$ cat src/rtl/ovs_pkg.sv
package ovs_pkg;

  // run state of the conversion sequencer
  typedef enum logic [1:0] {
    RUN_IDLE = 2'd0,   // no sequence in progress
    RUN_BUSY = 2'd1,   // one raw conversion outstanding
    RUN_HOLD = 2'd2    // waiting for a trigger to continue
  } run_e;

endpackage

$ cat src/rtl/ovs_seq.sv
module ovs_seq
  import ovs_pkg::*;
#(
  parameter int SEL_W = 3,
  parameter int CNT_W = 8,
  parameter int CH_W  = 4
) (
  input  logic             clk,
  input  logic             rst_n,
  input  logic             trig,
  input  logic             stop,
  input  logic             raw_valid,
  input  logic [SEL_W-1:0] ratio_sel,
  input  logic [CH_W-1:0]  seq_last,
  input  logic             disc,
  input  logic             trig_mode,
  output logic             take,
  output logic             hit_n,
  output logic             hit_seq,
  output logic [CH_W-1:0]  chan,
  output logic             conv_start
);

  logic [CNT_W:0]   ratio_full;
  logic [CNT_W:0]   ratio_m1;
  run_e             st_q, st_nxt;
  logic [CNT_W-1:0] cnt_q, cnt_nxt;
  logic [CH_W-1:0]  chan_q, chan_nxt;
  logic             start_q, start_nxt;
  logic             seq_en;

  assign ratio_full = {{(CNT_W-1){1'b0}}, 2'b10} << ratio_sel;
  assign ratio_m1   = ratio_full - {{CNT_W{1'b0}}, 1'b1};

  assign take    = raw_valid && (st_q == RUN_BUSY) && !stop;
  assign hit_n   = take && ({1'b0, cnt_q} == ratio_m1);
  assign hit_seq = hit_n && (chan_q == seq_last);
  assign seq_en  = stop | trig | raw_valid;

  always_comb begin
    st_nxt    = st_q;
    cnt_nxt   = cnt_q;
    chan_nxt  = chan_q;
    start_nxt = 1'b0;
    if (stop) begin
      st_nxt   = RUN_IDLE;
      cnt_nxt  = '0;
      chan_nxt = '0;
    end else begin
      unique case (st_q)
        RUN_IDLE: begin
          if (trig) begin
            st_nxt    = RUN_BUSY;
            start_nxt = 1'b1;
            cnt_nxt   = '0;
            chan_nxt  = '0;
          end
        end
        RUN_BUSY: begin
          if (take) begin
            cnt_nxt = hit_n ? '0 : cnt_q + 1'b1;
            if (hit_n) chan_nxt = hit_seq ? '0 : chan_q + 1'b1;
            if (hit_seq)                        st_nxt = RUN_IDLE;
            else if (trig_mode || (disc && hit_n)) st_nxt = RUN_HOLD;
            else                                start_nxt = 1'b1;
          end
        end
        RUN_HOLD: begin
          if (trig) begin
            st_nxt    = RUN_BUSY;
            start_nxt = 1'b1;
          end
        end
        default: st_nxt = RUN_IDLE;
      endcase
    end
  end

  always_ff @(posedge clk or negedge rst_n) begin
    if (!rst_n) begin
      st_q   <= RUN_IDLE;
      cnt_q  <= '0;
      chan_q <= '0;
    end else if (seq_en) begin
      st_q   <= st_nxt;
      cnt_q  <= cnt_nxt;
      chan_q <= chan_nxt;
    end
  end

  always_ff @(posedge clk or negedge rst_n) begin
    if (!rst_n) start_q <= 1'b0;
    else        start_q <= start_nxt;
  end

  assign chan       = chan_q;
  assign conv_start = start_q;

endmodule

$ cat src/rtl/ovs_round.sv
module ovs_round #(
  parameter int ACC_W     = 20,
  parameter int OUT_W     = 16,
  parameter int SHIFT_W   = 4,
  parameter int SHIFT_MAX = 8
) (
  input  logic [ACC_W-1:0]   sum,
  input  logic [SHIFT_W-1:0] shift,
  output logic [OUT_W-1:0]   res
);

  logic [SHIFT_W-1:0] k;
  logic [ACC_W:0]     half;
  logic [ACC_W:0]     rnd;
  logic [ACC_W:0]     shifted;

  always_comb begin
    k = (shift > SHIFT_W'(SHIFT_MAX)) ? SHIFT_W'(SHIFT_MAX) : shift;
    if (k == '0) half = '0;
    else         half = {{ACC_W{1'b0}}, 1'b1} << (k - 1'b1);
    rnd     = {1'b0, sum} + half;
    shifted = rnd >> k;
    if (|shifted[ACC_W:OUT_W]) res = '1;
    else                       res = shifted[OUT_W-1:0];
  end

endmodule

$ cat src/rtl/ovs_window.sv
module ovs_window #(
  parameter int RAW_W = 12,
  parameter int CH_W  = 4
) (
  input  logic [RAW_W-1:0] cmp_val,
  input  logic [CH_W-1:0]  chan,
  input  logic             en,
  input  logic             single,
  input  logic [CH_W-1:0]  sel_chan,
  input  logic [RAW_W-1:0] hi,
  input  logic [RAW_W-1:0] lo,
  output logic             outside
);

  logic chan_ok;

  assign chan_ok = !single || (chan == sel_chan);
  assign outside = en && chan_ok && ((cmp_val > hi) || (cmp_val < lo));

endmodule

$ cat src/rtl/ovs_accum.sv
module ovs_accum
  import ovs_pkg::*;
#(
  parameter int RAW_W     = 12,
  parameter int OUT_W     = 16,
  parameter int SEL_W     = 3,
  parameter int SHIFT_W   = 4,
  parameter int SHIFT_MAX = 8,
  parameter int CH_W      = 4
) (
  input  logic               clk,
  input  logic               rst_n,
  input  logic               trig,
  input  logic               stop,
  input  logic               smp_done,
  input  logic               raw_valid,
  input  logic [RAW_W-1:0]   raw_code,
  input  logic               rd_ack,
  input  logic [SEL_W-1:0]   cfg_ratio_sel,
  input  logic [SHIFT_W-1:0] cfg_shift,
  input  logic [1:0]         cfg_res,
  input  logic               cfg_disc,
  input  logic               cfg_trig_mode,
  input  logic [CH_W-1:0]    cfg_seq_last,
  input  logic               cfg_wd_en,
  input  logic               cfg_wd_single,
  input  logic [CH_W-1:0]    cfg_wd_chan,
  input  logic [RAW_W-1:0]   cfg_wd_hi,
  input  logic [RAW_W-1:0]   cfg_wd_lo,
  output logic               conv_start,
  output logic               eosmp,
  output logic               eoc,
  output logic               eoseq,
  output logic               ovr,
  output logic               wd_alert,
  output logic [OUT_W-1:0]   res_data,
  output logic [CH_W-1:0]    res_chan
);

  localparam int CNT_W = 1 << SEL_W;
  localparam int ACC_W = RAW_W + CNT_W;

  // reset: asserted asynchronously, released on the clock
  logic [1:0] rst_pipe;
  logic       rst_int_n;

  always_ff @(posedge clk or negedge rst_n) begin
    if (!rst_n) rst_pipe <= '0;
    else        rst_pipe <= {rst_pipe[0], 1'b1};
  end
  assign rst_int_n = rst_pipe[1];

  // sequencing
  logic            take, hit_n, hit_seq;
  logic [CH_W-1:0] chan;

  ovs_seq #(
    .SEL_W (SEL_W),
    .CNT_W (CNT_W),
    .CH_W  (CH_W)
  ) u_seq (
    .clk        (clk),
    .rst_n      (rst_int_n),
    .trig       (trig),
    .stop       (stop),
    .raw_valid  (raw_valid),
    .ratio_sel  (cfg_ratio_sel),
    .seq_last   (cfg_seq_last),
    .disc       (cfg_disc),
    .trig_mode  (cfg_trig_mode),
    .take       (take),
    .hit_n      (hit_n),
    .hit_seq    (hit_seq),
    .chan       (chan),
    .conv_start (conv_start)
  );

  // resolution mask and running sum
  logic [RAW_W-1:0] res_mask;
  logic [RAW_W-1:0] code_m;
  logic [ACC_W-1:0] acc_q, acc_nxt, sum;
  logic             acc_en;

  assign res_mask = {RAW_W{1'b1}} >> {cfg_res, 1'b0};
  assign code_m   = raw_code & res_mask;
  assign sum      = acc_q + {{CNT_W{1'b0}}, code_m};
  assign acc_en   = stop | take;

  always_comb begin
    if (stop)       acc_nxt = '0;
    else if (hit_n) acc_nxt = '0;
    else            acc_nxt = sum;
  end

  always_ff @(posedge clk or negedge rst_int_n) begin
    if (!rst_int_n)  acc_q <= '0;
    else if (acc_en) acc_q <= acc_nxt;
  end

  // rounding, shifting, saturation
  logic [OUT_W-1:0] rounded;

  ovs_round #(
    .ACC_W     (ACC_W),
    .OUT_W     (OUT_W),
    .SHIFT_W   (SHIFT_W),
    .SHIFT_MAX (SHIFT_MAX)
  ) u_round (
    .sum   (sum),
    .shift (cfg_shift),
    .res   (rounded)
  );

  // window check on the upper bits of the result
  logic outside;

  ovs_window #(
    .RAW_W (RAW_W),
    .CH_W  (CH_W)
  ) u_win (
    .cmp_val  (rounded[OUT_W-1 -: RAW_W]),
    .chan     (chan),
    .en       (cfg_wd_en),
    .single   (cfg_wd_single),
    .sel_chan (cfg_wd_chan),
    .hi       (cfg_wd_hi),
    .lo       (cfg_wd_lo),
    .outside  (outside)
  );

  // result register and status pulses
  logic pend_q, pend_nxt, ovr_nxt;

  assign pend_nxt = hit_n | (pend_q & ~rd_ack);
  assign ovr_nxt  = hit_n & pend_q & ~rd_ack;

  always_ff @(posedge clk or negedge rst_int_n) begin
    if (!rst_int_n) begin
      res_data <= '0;
      res_chan <= '0;
    end else if (hit_n) begin
      res_data <= rounded;
      res_chan <= chan;
    end
  end

  always_ff @(posedge clk or negedge rst_int_n) begin
    if (!rst_int_n) begin
      eosmp    <= 1'b0;
      eoc      <= 1'b0;
      eoseq    <= 1'b0;
      ovr      <= 1'b0;
      wd_alert <= 1'b0;
      pend_q   <= 1'b0;
    end else begin
      eosmp    <= smp_done;
      eoc      <= hit_n;
      eoseq    <= hit_seq;
      ovr      <= ovr_nxt;
      wd_alert <= hit_n & outside;
      pend_q   <= pend_nxt;
    end
  end

endmodule

$ cat config.mk
export PLATFORM = sky130hd
export DESIGN_NAME = ovs_accum
export DESIGN_NICKNAME = d
export VERILOG_FILES = /design/src/rtl/ovs_pkg.sv /design/src/rtl/ovs_seq.sv /design/src/rtl/ovs_round.sv /design/src/rtl/ovs_window.sv /design/src/rtl/ovs_accum.sv
export SDC_FILE = /design/constraint.sdc
export NUM_CORES = 1
export LEC_CHECK = 0
export ABC_AREA = 1
export BUFFER_PORTS_ARGS = -buffer_cell sky130_fd_sc_hd__buf_2
export CORE_ASPECT_RATIO = 1.1
export CORE_MARGIN = 2
export CORE_UTILIZATION = 60
export DETAILED_ROUTE_END_ITERATION = 6
export PLACE_DENSITY = 0.86
export SLEW_MARGIN = 20
export SYNTH_ARGS = -nofsm -noshare
export SYNTH_HDL_FRONTEND = slang
export SYNTH_SLANG_ARGS = --single-unit
$ cat constraint.sdc
create_clock -name clk -period 3.31 [get_ports clk]
set_input_delay 0.4965 -clock clk [delete_from_list [all_inputs] [get_ports clk]]
set_output_delay 0.4965 -clock clk [all_outputs]
set_load 0.05 [all_outputs]
==> results of run 1 <==
[Yosys cell counts (all sizes together), types with 2 or more instances]
master   instances
nor4             4
o211ai           6
fa               2
conb             2
nor2            63
clkbuf          13
o2111ai          4
nor3             8
buf              5
o32ai            2
xnor2           10
a21oi           45
or2              6
nand2          211
and2             2
inv            123
o22ai           10
a31oi            2
a211oi           5
o21ai           68
nand3           80
o221ai           5
nand4           13
nor3b            3
o21a             6
a21o             5
dfrtp           63
mux2i            2
a21boi           4
ha              54
xor2            36
[kinds of logic after synthesis]
logic type,share of synthesized area [%]
flip-flops,25.7
multiplexers,0.327
other,0.123
AO/OA/AOI/OAI,17.3
adder cells (fa/ha/maj),11.7
AND/OR/NAND/NOR,29.4
buffers and inverters,8.86
XOR/XNOR,6.57
[per-layer routing]
layer	overflow	GRT usage, %
met2	280	111
met5	0	29.8
met4	117	102
met3	3	66.5
met1	2	81.3
[metrics by stage]
step                setup slack [ps]  util [%]  cells  setup TNS, ps  area (um2)
CTS                            -1380      89.3   1270         -10830        8830
detailed placement             -1890      80.2   1224         -18470        7930
global placement               -1640      80.2   1224         -15440        7930
floorplan                      -1300         -    881          -7530        6260
[timing repair]
item / in CTS
setup buffers: 33
endpoints found under the setup margin: 17
pin swaps: 60
gates resized for setup: 112
endpoints found under the hold margin: 2
gates cloned: 1
hold buffers: 1
==> run_results.csv, run 1 <==
group,metric,value,unit
global_route,grt-ovfl-total,402,
yosys,async_flop_share,100,%
sta,endpoint_type,"register data pin",
status,stop_stage,"5_1_grt",
yosys,synth-edff-count,0,
yosys,synth.top_cells.by_area,"sky130_fd_sc_hd__dfrtp_1, sky130_fd_sc_hd__nand2_1, sky130_fd_sc_hd__ha_1",
status,first-error,"[ERROR GRT-0232] Routing congestion too high. Check the congestion heatmap in the GUI.",
floorplanning,count_of_standard_cell_rows,38,
status,status,"did not finish",
yosys,ys_ff_latch,63,
floorplanning,die_w,100,um
yosys,synth.top_cell.area_share,25.7,%
place,gp_routability_congestion,0.976,
clocking,ctsHtreeMaxLevel,3,
yosys,synthesis.instances,874,
yosys,ys_warn_count,0,
floorplanning,io_pins,90,
floorplanning,floorplan.initialDensity,62.0,%
global_route,grt_start_max_net_pins,33,
clocking,cts_sinks,63,
yosys,synth_top_area_cell,"sky130_fd_sc_hd__dfrtp_1",
clocking,ctsRootBufferMaster,"sky130_fd_sc_hd__clkbuf_8",
place,dp_hpwl,14.5,mm
place,port-buffer-count,89,
yosys,synth_sequential_area_ratio,25.7,%
clocking,cts-root-to-sink-buffers,2,
yosys,synth.distinct_cells,61,
yosys,synth_area,6130,um2
clocking,cts-buffers-inserted,9,
yosys,syn_area_per_cell,7.01,um2
global_route,track_usage,87.8,%
floorplanning,floorplan.die.height,110,um
sta,postGrtWorstEndpoint,"wd_alert$_DFF_PN0_/D",
yosys,synth_ff_type,"sky130_fd_sc_hd__dfrtp_1",
==> inputs of run 2 (changes only) <==
CORE_ASPECT_RATIO = not set   (was 1.1)
CORE_UTILIZATION = 40   (was 60)
PLACE_DENSITY = not set   (was 0.86)
PLACE_DENSITY_LB_ADDON = 0.15   (was not set)
==> run 2 against run 1 <==
Against the previous run:
- the flow now finishes, with violations (setup timing)
- area after synthesis is the same
- synthesized cell count is the same
==> run_results.csv, run 2 <==
group,metric,value,unit
status,status,"complete, but fails checks",
status,violations_in_the_final_reports,"setup timing",
yosys,ys_warn_count,0,
worst_setup_path,worstSetupPathType,"flip-flop to flip-flop",
clocking,cts_sinks,63,
clocking,clock_insertion_delay_worst_skew,350,ps
worst_setup_path,worst_setup_path_start_kind,"flip-flop",
cells_and_area,post_route_cells_drive_above_1_share,41.1,%
floorplanning,io_pins,90,
pwr,power.density_cell_area,368,nW/um2
floorplanning,die_w,128,um
yosys,synth_area,6130,um2
yosys,synth_top_area_cell,"sky130_fd_sc_hd__dfrtp_1",
place,port-buffer-count,89,
cells_and_area,number_of_flip_flops_in_the_largest_register,20,
cells_and_area,final_nets,1293,
cells_and_area,regMostFlops,"acc_q",
yosys,synth.top_cells.by_area,"sky130_fd_sc_hd__dfrtp_1, sky130_fd_sc_hd__nand2_1, sky130_fd_sc_hd__ha_1",
pwr,irDropWorstVdd,200,uV
place,dp_hpwl,14.4,mm
worst_setup_path,worstPathMaxFanout,4,
clocking,ctsRootBufferMaster,"sky130_fd_sc_hd__clkbuf_16",
floorplanning,count_of_standard_cell_rows,45,
sta,whs,231,ps
yosys,synthesis.instances,874,
sta,finalClockSkew,12.0,ps
sta,timing.final.hold_violations,0,
sta,final-setup-viol-count,17,
yosys,synth_ff_type,"sky130_fd_sc_hd__dfrtp_1",
cells_and_area,most-common-layout-cells,"sky130_fd_sc_hd__buf_4, sky130_fd_sc_hd__nand2_1, sky130_fd_sc_hd__inv_1, sky130_fd_sc_hd__buf_2, sky130_fd_sc_hd__dfrtp_1",
drt,remaining_drc_errors,0,
worst_setup_path,path_common_cell,"sky130_fd_sc_hd__buf_4",
floorplanning,floorplan.die.height,128,um
global_route,grt_antenna_before_repair,0,
floorplanning,floorplan.initialDensity,40.6,%
cells_and_area,post_layout_nonfiller_instances,1366,
yosys,synth.top_cell.area_share,25.7,%
drt,final_wirelength,19.9,mm
pwr,design_power_total,0.00352,W
run,max_cap_viol_count,0,
drt,detailedRoute.firstPassIterationCount,5,
global_route,wire_length_of_the_first_global_routing_pass,31.8,mm
drt,ant_nets,0,
sta,min_period_over_period,144,%
drt,via_per_inst,5.07,
yosys,synth.distinct_cells,61,
sta,fin_setup_tns,-11860,ps
yosys,synth_sequential_area_ratio,25.7,%
cells_and_area,n_antenna_cell,0,
yosys,ys_top_cells_by_count,"sky130_fd_sc_hd__nand2_1, sky130_fd_sc_hd__inv_1, sky130_fd_sc_hd__nand3_1, sky130_fd_sc_hd__dfrtp_1, sky130_fd_sc_hd__o21ai_0",
cells_and_area,largest_registers,"acc_q: 20 flops, res_data: 16 flops, u_seq.cnt_q: 8 flops",
worst_setup_path,worst_ep_required,3590,ps
drt,wl_per_cell,14.5,um
yosys,synth-edff-count,0,
floorplanning,core_area,15100,um2
sta,period_needed,4750,ps
global_route,track_usage,24.3,%
worst_setup_path,critPathSlowestCell,"sky130_fd_sc_hd__dfrtp_1",
global_route,first_global_vias,6716,
clocking,ctsHtreeMaxLevel,3,
sta,timing.final.max_slew_violations,0,
clocking,cts-buffers-inserted,9,
place,placedCellCount,1303,
yosys,syn_area_per_cell,7.01,um2
worst_setup_path,critical_path.endpoint_type,"flip-flop",
sta,setup_repair_after_global_routing_missed_its_margin,"true",
global_route,grt_start_max_net_pins,44,
drt,vias_after_detailed_routing,6920,
sta,achievable_freq,210,MHz
cells_and_area,area_growth_from_synthesis_to_layout,56.3,%
clocking,clk_pin_slew,60,ps
worst_hold_path,min_delay_worst_type,"flip-flop to async pin",
worst_setup_path,cp_data_arrival_time,5030,ps
drt,detail_route.iter0.violations,335,
global_route,grt-ovfl-total,0,
pwr,p_leak,4.92,nW
clocking,tritoncts,"done",
yosys,async_flop_share,100,%
place,gp_routability_congestion,0.840,
sta,minimum_setup_slack_in_the_final_design,-1440,ps
worst_setup_path,max_stage_delay,410,ps
clocking,cts-root-to-sink-buffers,2,
cells_and_area,mostFrequentLayoutCell,"sky130_fd_sc_hd__buf_4",
floorplanning,die-area,16300,um2
yosys,synth.most_common_cell,"sky130_fd_sc_hd__nand2_1",
yosys,ys_ff_latch,63,
## run 2: repair_timing
action / in CTS / in global routing
hold endpoints to repair: 2 / 0
hold buffers: 1 / 0
endpoints found under the setup margin: 17 / 17
buffers inserted: 36 / 14
pin swaps: 62 / 57
gates resized for setup: 96 / 63
## run 2: cell type report
class / count / area, um2
Fill cell: 1349 / 5510
Tap cell: 188 / 235
Multi-Input combinational cell: 676 / 4880
Sequential cell: 63 / 1580
Timing Repair Buffer: 299 / 2120
Clock inverter: 7 / 72.6
Inverter: 124 / 465
Clock buffer: 9 / 225
## run 2: worst max-delay path: cells and delay by family, from the launching register on
kind                       cells  cell delay (ps)
DFF                            1              410
xor gates and xnor gates       1              180
buffers and inverters          8              920
AOI/OAI and AO/OA              6              910
and+or+nand+nor               13             1240
adders and majority gates      4             1020
## run 2: path summary, 6_finish.rpt
path | from | endpoint | slack, ps | depth (start not counted)
max | acc_q[0]$_DFFE_PN0P_ | wd_alert$_DFF_PN0_ | -1440 | 32
min reg2reg | rst_pipe[1]$_DFF_PN0_ | u_seq.cnt_q[3]$_DFFE_PN0P_ | 230 | 0
max in group asynchronous | rst_pipe[1]$_DFF_PN0_ | u_seq.chan[1]$_DFFE_PN0P_ | 2340 | 2
min in group clk | smp_done | eosmp$_DFF_PN0_ | 250 | 1
max reg2reg | acc_q[0]$_DFFE_PN0P_ | wd_alert$_DFF_PN0_ | -1440 | 32
min | rst_pipe[1]$_DFF_PN0_ | u_seq.cnt_q[3]$_DFFE_PN0P_ | 230 | 0
## run 2: routing by layer
| metal | track usage [%] | up-vias | routed length [um] |
|---|---|---|---|
| li1 | - | 3509 | - |
| met5 | 0 | - | 0 |
| met2 | 43.1 | 137 | 9960 |
| met4 | 7.56 | 0 | 394 |
| met1 | 30.7 | 3242 | 8890 |
| met3 | 3.09 | 32 | 607 |
## run 2: metrics by stage
stage          worst slack, ps  instance area (um2)  util (%)
6_report                 -1440                 9580      63.5
5_1_grt                  -1650                 9580      63.5
4_1_cts                  -1330                 9150      60.6
3_5_place_dp             -1840                 8110      53.7
3_3_place_gp             -1830                 8110      53.7
2_1_floorplan            -1300                 6260         -
## run 2: report_power, final
group          leakage (nW)  switching (W)  internal (W)  total [W]
Combinational          3.92       0.000881      0.000816    0.00170
Clock                 0.142       0.000393      0.000584   0.000976
Sequential            0.860      0.0000438      0.000805   0.000849
Total                  4.92        0.00132       0.00221    0.00352
## run 2: kinds of logic after synthesis
family	after synthesis	synth area share [%]
xor gates and xnor gates	46	6.57
buffers and inverters	142	8.86
DFF	63	25.7
adders and majority gates	56	11.7
and+or+nand+nor	393	29.4
AOI/OAI and AO/OA	170	17.3
muxes	2	0.327
other	2	0.123
Power figures use the tool's default switching activity.
